**config.mk**
```make
export PLATFORM = sky130hd
export DESIGN_NAME = acc_alu
export DESIGN_NICKNAME = d
export VERILOG_FILES = /design/src/rtl/acc_alu.sv
export SDC_FILE = /design/constraint.sdc
export NUM_CORES = 1
export LEC_CHECK = 0
export ABC_AREA = 1
export BUFFER_PORTS_ARGS = -buffer_cell sky130_fd_sc_hd__buf_2
export CELL_PAD_IN_SITES_DETAIL_PLACEMENT = 0
export CELL_PAD_IN_SITES_GLOBAL_PLACEMENT = 1
export CORE_ASPECT_RATIO = 1.5
export CORE_MARGIN = 2
export CORE_UTILIZATION = 34
export CTS_CLUSTER_DIAMETER = 120
export DETAILED_ROUTE_END_ITERATION = 6
export PLACE_DENSITY_LB_ADDON = 0.12
export SYNTH_ARGS = -nofsm -noshare
export SYNTH_HDL_FRONTEND = slang
export SYNTH_SLANG_ARGS = --single-unit
```
**constraint.sdc**
```tcl
create_clock -name clk -period 4.11 [get_ports clk]
set_clock_uncertainty 0.2 [all_clocks]
set_input_delay 0.6165 -clock clk [delete_from_list [all_inputs] [get_ports clk]]
set_output_delay 0.6165 -clock clk [all_outputs]
set_load 0.01 [all_outputs]
```
**src/rtl/acc_alu.sv**
```systemverilog
module acc_alu (
  input  logic        clk,
  input  logic        rst_n,
  input  logic [4:0]  op_i,
  input  logic [7:0]  acc_i,
  input  logic [7:0]  opnd_i,
  input  logic [7:0]  flags_i,
  input  logic [15:0] hl_i,
  input  logic [15:0] rp_i,
  output logic [7:0]  res_o,
  output logic [7:0]  flags_o,
  output logic [15:0] pair_o
);
  typedef enum logic [4:0] {
    OP_ADD = 5'd0,  OP_ADC = 5'd1,  OP_SUB = 5'd2,  OP_SBB = 5'd3,
    OP_AND = 5'd4,  OP_XOR = 5'd5,  OP_OR  = 5'd6,  OP_CMP = 5'd7,
    OP_INC = 5'd8,  OP_DEC = 5'd9,  OP_RLC = 5'd10, OP_RRC = 5'd11,
    OP_RAL = 5'd12, OP_RAR = 5'd13, OP_DAA = 5'd14, OP_CMA = 5'd15,
    OP_STC = 5'd16, OP_CMC = 5'd17, OP_PADD = 5'd18
  } alu_op_e;

  logic        cy_in, ac_in, is_sub, use_cin, cin, ci;
  logic [7:0]  bx;
  logic [8:0]  sum9;
  logic [4:0]  low5;
  logic [16:0] pair17;
  logic        lo_adj, hi_adj;
  logic [8:0]  daa1;
  logic [7:0]  daa2;

  assign cy_in   = flags_i[0];
  assign ac_in   = flags_i[4];
  assign is_sub  = (op_i == OP_SUB) || (op_i == OP_SBB) || (op_i == OP_CMP);
  assign use_cin = (op_i == OP_ADC) || (op_i == OP_SBB);
  assign cin     = use_cin & cy_in;
  assign bx      = is_sub ? ~opnd_i : opnd_i;
  assign ci      = is_sub ? ~cin : cin;
  assign sum9    = {1'b0, acc_i} + {1'b0, bx} + {8'd0, ci};
  assign low5    = {1'b0, acc_i[3:0]} + {1'b0, bx[3:0]} + {4'd0, ci};
  assign pair17  = {1'b0, hl_i} + {1'b0, rp_i};

  assign lo_adj  = (acc_i[3:0] > 4'd9) || ac_in;
  assign daa1    = {1'b0, acc_i} + (lo_adj ? 9'h006 : 9'h000);
  assign hi_adj  = (daa1[7:4] > 4'd9) || cy_in;
  assign daa2    = daa1[7:0] + (hi_adj ? 8'h60 : 8'h00);

  logic [7:0] res_n, szp_src;
  logic       szp_upd, ac_n, cy_n;
  logic [4:0] inc_low;

  always_comb begin
    res_n   = acc_i;
    szp_src = acc_i;
    szp_upd = 1'b0;
    ac_n    = ac_in;
    cy_n    = cy_in;
    inc_low = 5'd0;
    case (op_i)
      OP_ADD, OP_ADC: begin
        res_n = sum9[7:0]; szp_src = sum9[7:0]; szp_upd = 1'b1;
        cy_n = sum9[8]; ac_n = low5[4];
      end
      OP_SUB, OP_SBB, OP_CMP: begin
        if (op_i != OP_CMP) res_n = sum9[7:0];
        szp_src = sum9[7:0]; szp_upd = 1'b1;
        cy_n = ~sum9[8]; ac_n = ~low5[4];
      end
      OP_AND, OP_XOR, OP_OR: begin
        if (op_i == OP_AND)      res_n = acc_i & opnd_i;
        else if (op_i == OP_XOR) res_n = acc_i ^ opnd_i;
        else                     res_n = acc_i | opnd_i;
        szp_src = res_n; szp_upd = 1'b1; cy_n = 1'b0; ac_n = 1'b0;
      end
      OP_INC: begin
        res_n = opnd_i + 8'd1; szp_src = res_n; szp_upd = 1'b1;
        inc_low = {1'b0, opnd_i[3:0]} + 5'd1; ac_n = inc_low[4];
      end
      OP_DEC: begin
        res_n = opnd_i - 8'd1; szp_src = res_n; szp_upd = 1'b1;
        ac_n = (opnd_i[3:0] == 4'd0);
      end
      OP_RLC: begin res_n = {acc_i[6:0], acc_i[7]}; cy_n = acc_i[7]; end
      OP_RRC: begin res_n = {acc_i[0], acc_i[7:1]}; cy_n = acc_i[0]; end
      OP_RAL: begin res_n = {acc_i[6:0], cy_in};    cy_n = acc_i[7]; end
      OP_RAR: begin res_n = {cy_in, acc_i[7:1]};    cy_n = acc_i[0]; end
      OP_DAA: begin
        res_n = daa2; szp_src = daa2; szp_upd = 1'b1;
        inc_low = {1'b0, acc_i[3:0]} + 5'd6;
        ac_n = lo_adj & inc_low[4];
        cy_n = cy_in | daa1[8] | hi_adj;
      end
      OP_CMA:  res_n = ~acc_i;
      OP_STC:  cy_n = 1'b1;
      OP_CMC:  cy_n = ~cy_in;
      OP_PADD: cy_n = pair17[16];
      default: ;
    endcase
  end

  logic s_n, z_n, p_n;
  assign s_n = szp_upd ? szp_src[7] : flags_i[7];
  assign z_n = szp_upd ? (szp_src == 8'd0) : flags_i[6];
  assign p_n = szp_upd ? ~^szp_src : flags_i[2];

  always_ff @(posedge clk) begin
    if (!rst_n) begin
      res_o   <= 8'd0;
      flags_o <= 8'h02;
      pair_o  <= 16'd0;
    end else begin
      res_o   <= res_n;
      flags_o <= {s_n, z_n, 1'b0, ac_n, 1'b0, p_n, 1'b1, cy_n};
      pair_o  <= pair17[15:0];
    end
  end

  p_fixed_bits_r12: assert property (@(posedge clk) disable iff (!rst_n)
    (flags_o[5] == 1'b0) && (flags_o[3] == 1'b0) && (flags_o[1] == 1'b1));

  p_incdec_keep_cy_r5: assert property (@(posedge clk) disable iff (!rst_n)
    (op_i == OP_INC || op_i == OP_DEC) |=> flags_o[0] == $past(flags_i[0]));

  p_logic_clear_cy_r6: assert property (@(posedge clk) disable iff (!rst_n)
    (op_i == OP_AND || op_i == OP_XOR || op_i == OP_OR) |=> (flags_o[0] == 1'b0) && (flags_o[4] == 1'b0));

  p_cmp_keeps_acc_r7: assert property (@(posedge clk) disable iff (!rst_n)
    (op_i == OP_CMP) |=> res_o == $past(acc_i));

  p_cma_no_flags_r9: assert property (@(posedge clk) disable iff (!rst_n)
    (op_i == OP_CMA) |=> (flags_o & 8'hD5) == ($past(flags_i) & 8'hD5));

  p_stc_sets_cy_r9: assert property (@(posedge clk) disable iff (!rst_n)
    (op_i == OP_STC) |=> flags_o[0] == 1'b1);

  p_padd_only_cy_r11: assert property (@(posedge clk) disable iff (!rst_n)
    (op_i == OP_PADD) |=> (flags_o[7:1] & 7'h6A) == ($past(flags_i[7:1]) & 7'h6A));
endmodule

```
==> results of run 1 <==
## kinds of logic after synthesis
kind of cell             synth area share, %
AO/OA/AOI/OAI                           22.2
AND/OR/NAND/NOR                         30.8
other                                  0.192
XOR/XNOR                                4.47
buffers and inverters                   9.49
flip-flops                              14.8
adder cells (fa/ha/maj)                 18.0
## timing repair
action | CTS | global route
pin swaps | 0 | 13
buffers inserted | 0 | 1
resized for setup | 4 | 20
gates cloned | 0 | 0
setup endpoints to repair | 1 | 1
## critical path: stages
cell and delay [ns]:
buf_2 0.11, o21ai_2 0.16, nand2_2 0.10, ha_4 0.18, fa_2 0.39, nand2_2 0.08
buf_4 0.10, inv_1 0.04, nand3_1 0.08, nand2_2 0.07, o21ai_2 0.07, nand2_2 0.10
ha_1 0.23, ha_4 0.25, inv_2 0.05, nor2_2 0.04, nor2_1 0.10, nand2_1 0.07
nor2_2 0.18, o21ai_1 0.09, o21ai_1 0.10, ha_1 0.28, xnor2_2 0.14, xnor2_1 0.14
a21oi_1 0.08
## Yosys cell counts, types with 11 or more instances
cell	n	area share (%)
nand3_1	52	6.6
ha_1	50	16
nand4_1	11	1.8
dfxtp_1	29	15
xor2_1	15	3.4
o211ai_1	16	3.1
nor2_1	58	5.6
a21oi_1	52	6.6
inv_1	67	6.4
o21ai_0	52	6.6
nand2_1	111	11
## per-layer routing
| metal | vias to the layer above | wire length (um) | global-route usage [%] |
|---|---|---|---|
| li1 | 2310 | - | - |
| met1 | 2080 | 5480 | 24.0 |
| met2 | 166 | 7310 | 42.1 |
| met3 | 46 | 673 | 2.06 |
| met4 | 0 | 1120 | 18.0 |
| met5 | - | 0 | 0 |
## through the flow
step                      area (um2)  total power, mW
after floorplan                 3920            0.663
after global placement          4730            0.860
after detailed placement        4730            0.865
after CTS                       4870             1.21
after global routing            4960             1.31
final                           4960             1.22
## cell type report
type	instances	area share [%]
Clock inverter	1	0.101
Tap cell	150	3.79
Inverter	71	5.43
Sequential cell	29	11.7
Clock buffer	5	2.52
Multi-Input combinational cell	493	61.7
Timing Repair Buffer	127	14.8
## flip-flops by register name (all words and copies together) (netlist names)
signal / cells
pair_o: 16
flags_o: 5
res_o: 8
## power breakdown
part	total [mW]	internal (mW)	switching [mW]
clock	0.339	0.216	0.124
combinational	0.565	0.223	0.342
sequential	0.318	0.312	0.00611
total	1.22	0.750	0.472
## how the worst min path moves through the flow
stage,start,to,depth (start not counted)
final,flags_i[2],flags_o[2],3
after global routing,flags_i[2],flags_o[2],3
after CTS,flags_i[2],flags_o[2],3
after detailed placement,flags_i[2],flags_o[2],3
after global placement,flags_i[6],flags_o[6],3
after floorplan,acc_i[5],res_o[5],2
==> metrics, run 1 <==
VDD IR max=0.130 mV; DIE WIDTH=91.6 um; cts hold-fix bufs=0; Max Fanout on Critical Path=2; Final Wtd Congestion=0.954; first-pass detailed-route iteration total=7; Setup crit start=acc_i[1]; Crit. End Element=register; most common cell after layout, fill and taps aside=nand2_1; Post-Synthesis Cells=608; final setup fails=0; Via density=5.25; Total Routed Length=14600 um; Clock Sinks=29; number of global-route vias before repair=4365; synthesis-to-layout area growth=26.5%; Pins Over Slew Limit=0; drt wl/cell=16.6 um; overall routing resource usage=23.1%; initial antenna violation count=0; DRC viols=0; Crit Path Class=input port to register; Hold/Removal Path Class=input port to register; LEAKAGE=2.54 nW; WHS=0.437 ns; H-tree depth=2; EDFF count, synth=0; most frequent cells in the layout=105 x nand2_1, 88 x buf_2, 66 x inv_1; max-cap violations=0; Setup crit end=flags_o[2]; Core Box Area=11400 um2; syn_area_per_cell=6.44 um2; Starting DRT DRC Count=329; Vert. Die Dim=135 um; minimum clock period=3.92 ns; Distinct cells, synth=48; Critical Path Start Type=input port; share of cells above drive strength 1=23.7%; synth warn=0; TritonCTS clock tree=done; placed insts=869; Buffers on Ports=88; Nets=844; clock tree buffer depth=2; post-route antenna net violation count=0; Max Clk Rate=255 MHz; Slew HR=55.6%; Hold Vio Cnt, Final=0; largest net degree at the start of global routing=24; DP HPWL=12100 um; Least-Margin Pin Slew=0.661 ns; pwr/cell area=247 nW/um2; I/O Pins=95; fill cell count=1186; diode count=0; final setup TNS=0 ns; Yosys reg bits=29; Worst EP required=4.06 ns; multi-input logic area=3060 um2; run status=complete, no violations; Die ar.=12400 um2; Layout Cells excl Fill=876; Reg area=581 um2; sequential fraction of the synthesis area=14.8%; most used flip-flop cell after synthesis=dfxtp_1; Initial Util=34.5%; Setup WS post-layout=0.193 ns; Reg clk slew, reported paths=0.05 ns; fraction of registers with async set/reset=0%; Num CTS Buffers=5; CTS Root Cell=clkbuf_16; Final period util=95.3%; row cnt=48; first-pass GRT wire length=22200 um; total congestion overflow=0; dpl ws=-0.518 ns; Arr. time, crit path=3.87 ns; vias=4602; Mapped Area=3920 um2; Post-Route Utilization=43.7%
Power figures use the tool's default switching activity.
==> run 2: changes to the inputs <==
--- a/config.mk
+++ b/config.mk
@@ -5,16 +5,16 @@
 export SDC_FILE = /design/constraint.sdc
 export NUM_CORES = 1
 export LEC_CHECK = 0
-export ABC_AREA = 1
 export BUFFER_PORTS_ARGS = -buffer_cell sky130_fd_sc_hd__buf_2
 export CELL_PAD_IN_SITES_DETAIL_PLACEMENT = 0
 export CELL_PAD_IN_SITES_GLOBAL_PLACEMENT = 1
 export CORE_ASPECT_RATIO = 1.5
 export CORE_MARGIN = 2
-export CORE_UTILIZATION = 34
+export CORE_UTILIZATION = 36
 export CTS_CLUSTER_DIAMETER = 120
 export DETAILED_ROUTE_END_ITERATION = 6
 export PLACE_DENSITY_LB_ADDON = 0.12
+export REMOVE_ABC_BUFFERS = 1
 export SYNTH_ARGS = -nofsm -noshare
 export SYNTH_HDL_FRONTEND = slang
 export SYNTH_SLANG_ARGS = --single-unit
==> run 2 against run 1 <==
Compared with the run above:
- synthesized cell count decreased by 22%
- total power increased by 6.8%
- non-clock buffer count increased by 20
- synthesized area decreased by 2.9%
- clock power increased by 17%
- critical endpoint unchanged
- largest power group unchanged
- highest routed layer unchanged
==> metrics, run 2 <==
run status=complete, no violations; Reg clk slew, reported paths=0.05 ns; first-pass GRT wire length=20400 um; Arr. time, crit path=3.96 ns; minimum clock period=3.95 ns; final setup fails=0; Final Wtd Congestion=0.956; post-route antenna net violation count=0; first-pass detailed-route iteration total=5; CTS Root Cell=clkbuf_16; synthesis-to-layout area growth=30.5%; pwr/cell area=263 nW/um2; vias=4009; placed insts=729; Slew HR=55.2%; logic gate share of total power=45.1%; Layout Cells excl Fill=747; clock group share of total power=30.3%; Crit Path Class=input port to register; Nets=719; Max Clk Rate=253 MHz; Total Routed Length=13100 um; Buffers on Ports=88; multi-input logic area=3060 um2; Setup crit start=acc_i[1]; share of cells above drive strength 1=30.5%; Post-Synthesis Cells=476; cts hold-fix bufs=0; Setup WS post-layout=0.162 ns; fraction of registers with async set/reset=0%; Max Fanout on Critical Path=3; top cells by area, synth=ha_1 16%, dfxtp_1 15%, xnor2_1 7.4%, a21oi_1 4.7%, o21ai_0 3.4%; Post-Route Utilization=47.6%; Critical Path Start Type=input port; Largest Register=pair_o; HP Start=flags_i[2]; syn_area_per_cell=7.99 um2; number of global-route vias before repair=4062; overall routing resource usage=23.2%; Pins Over Slew Limit=0; EDFF count, synth=0; most frequent cells in the layout=88 x buf_2, 59 x buf_4, 49 x ha_1; Largest regs=pair_o: 16 flops, res_o: 8 flops, flags_o: 5 flops; WHS Endpoint=flags_o[2]; Final period util=96.1%; RSZ-0062 raised after global routing=false; most used flip-flop cell after synthesis=dfxtp_1; switching power=0.460 mW; fill cell count=1077; cell accounting for the most synthesized area=ha_1; Internal=0.846 mW; Num CTS Buffers=5; row cnt=46; Min-Delay Path Depth=3; Reg power frac=24.6%; TritonCTS clock tree=done; Yosys reg bits=29; max-cap violations=0; DIE WIDTH=87.9 um; dpl ws=-0.433 ns; I/O Pins=95; synth warn=0; DP HPWL=10200 um; drt wl/cell=17.6 um; sequential fraction of the synthesis area=15.3%; total congestion overflow=0; switching portion of total power=35.2%; diode count=0; Least-Margin Pin Slew=0.667 ns; Vert. Die Dim=130 um; VDD IR max=0.220 mV; Core Box Area=10400 um2; Post-synth top cells=50 x ha_1, 36 x a21oi_1, 32 x xnor2_1, 30 x nand2_1, 29 x dfxtp_1; most common cell after layout, fill and taps aside=buf_2; Worst EP required=4.13 ns; share of the synthesized area in the top cell type=16.4%; Hold Vio Cnt, Final=0; Initial Util=36.5%; initial antenna violation count=0; Starting DRT DRC Count=307; Hold/Removal Path Class=input port to register; DRC viols=0; Distinct cells, synth=74; LEAKAGE=2.30 nW; total power=1.31 mW; Die ar.=11400 um2; H-tree depth=2; largest net degree at the start of global routing=34; Mapped Area=3800 um2; Clock Sinks=29; clock tree buffer depth=2; most numerous cell in the Yosys netlist=ha_1; max FFs per register=16; Via density=5.37; Crit. End Element=register; Reg area=581 um2
## run 2: cell count changes after synthesis, moves of 11 or more
cell	before	now
xnor2_1	5	32
nor2b_1	0	14
o21ai_0	52	26
and2_1	1	12
a21oi_1	52	36
inv_1	67	26
nor2_1	58	16
nand3_1	52	7
o211ai_1	16	5
nand2_1	111	30
## run 2: how the worst max path moves through the flow
| stage | end | slack, ns | cells past startpoint |
|---|---|---|---|
| 5_1_grt | flags_o[2] | 0.001 | 17 |
| 2_1_floorplan | flags_o[2] | -0.21 | 16 |
| 4_1_cts | flags_o[2] | 0.02 | 17 |
| 3_5_place_dp | flags_o[2] | -0.43 | 17 |
| 3_3_place_gp | flags_o[2] | -0.29 | 17 |
| 6_report | flags_o[2] | 0.16 | 17 |
## run 2: logic make-up after synthesis
family          Yosys count  synth area share [%]
buf+inv                  55                  6.22
simple gates            136                  20.4
fa+ha+maj                55                  18.8
compound gates          144                  25.9
other cells               2                 0.197
xor+xnor                 43                  9.90
flops                    29                  15.3
mux                      12                  3.36
## run 2: worst max-delay path: stages
cell	delay, ns
buf_2	0.13
o21ai_2	0.14
nand2b_1	0.10
ha_2	0.21
fa_2	0.35
and3_1	0.21
o31ai_4	0.25
o21ai_2	0.13
ha_1	0.20
ha_1	0.28
a222oi_1	0.40
and3_1	0.22
ha_1	0.25
xnor2_2	0.15
xnor2_1	0.14
nand2_1	0.07
a21boi_1	0.13
## run 2: area by class of cell
type	instances	area share, %
multi-input cells	393	61.7
clock inverters	1	0.101
repair buffers	147	17.8
well taps	144	3.63
flip-flops and latches	29	11.7
clock buffers	7	3.08
inverters	26	1.97
## run 2: routing by layer
| layer | part of all wire [%] | vias to the layer above | global-route usage (%) |
|---|---|---|---|
| met2 | 53 | 125 | 42.7 |
| met1 | 39 | 1862 | 26.1 |
| met4 | 3.2 | 0 | 10.7 |
| met3 | 4.4 | 23 | 2.66 |
| met5 | 0 | - | 0 |
| li1 | - | 1999 | - |
## run 2: power by group through the flow
stage | combinational [mW] | clock (mW) | sequential (mW)
finish | 0.589 | 0.396 | 0.321
global route | 0.646 | 0.415 | 0.324
CTS | 0.569 | 0.407 | 0.321
detailed placement | 0.557 | 0 | 0.326
global placement | 0.556 | 0 | 0.325
floorplan | 0.308 | 0 | 0.344
## run 2: per-stage QoR
| stage | setup TNS [ns] | cell area, um2 | hold slack [ns] |
|---|---|---|---|
| after detailed placement | -0.610 | 4660 | 0.718 |
| after global placement | -0.334 | 4660 | 0.713 |
| after global routing | 0 | 4960 | 0.420 |
| final | 0 | 4960 | 0.399 |
| after floorplan | -0.213 | 3670 | 0.523 |
| after CTS | 0 | 4880 | 0.420 |
## run 2: timing repair
item,CTS,global route
setup endpoints to repair,1,2
gates resized for setup,4,13
buffers inserted,7,3
pin swaps,1,7
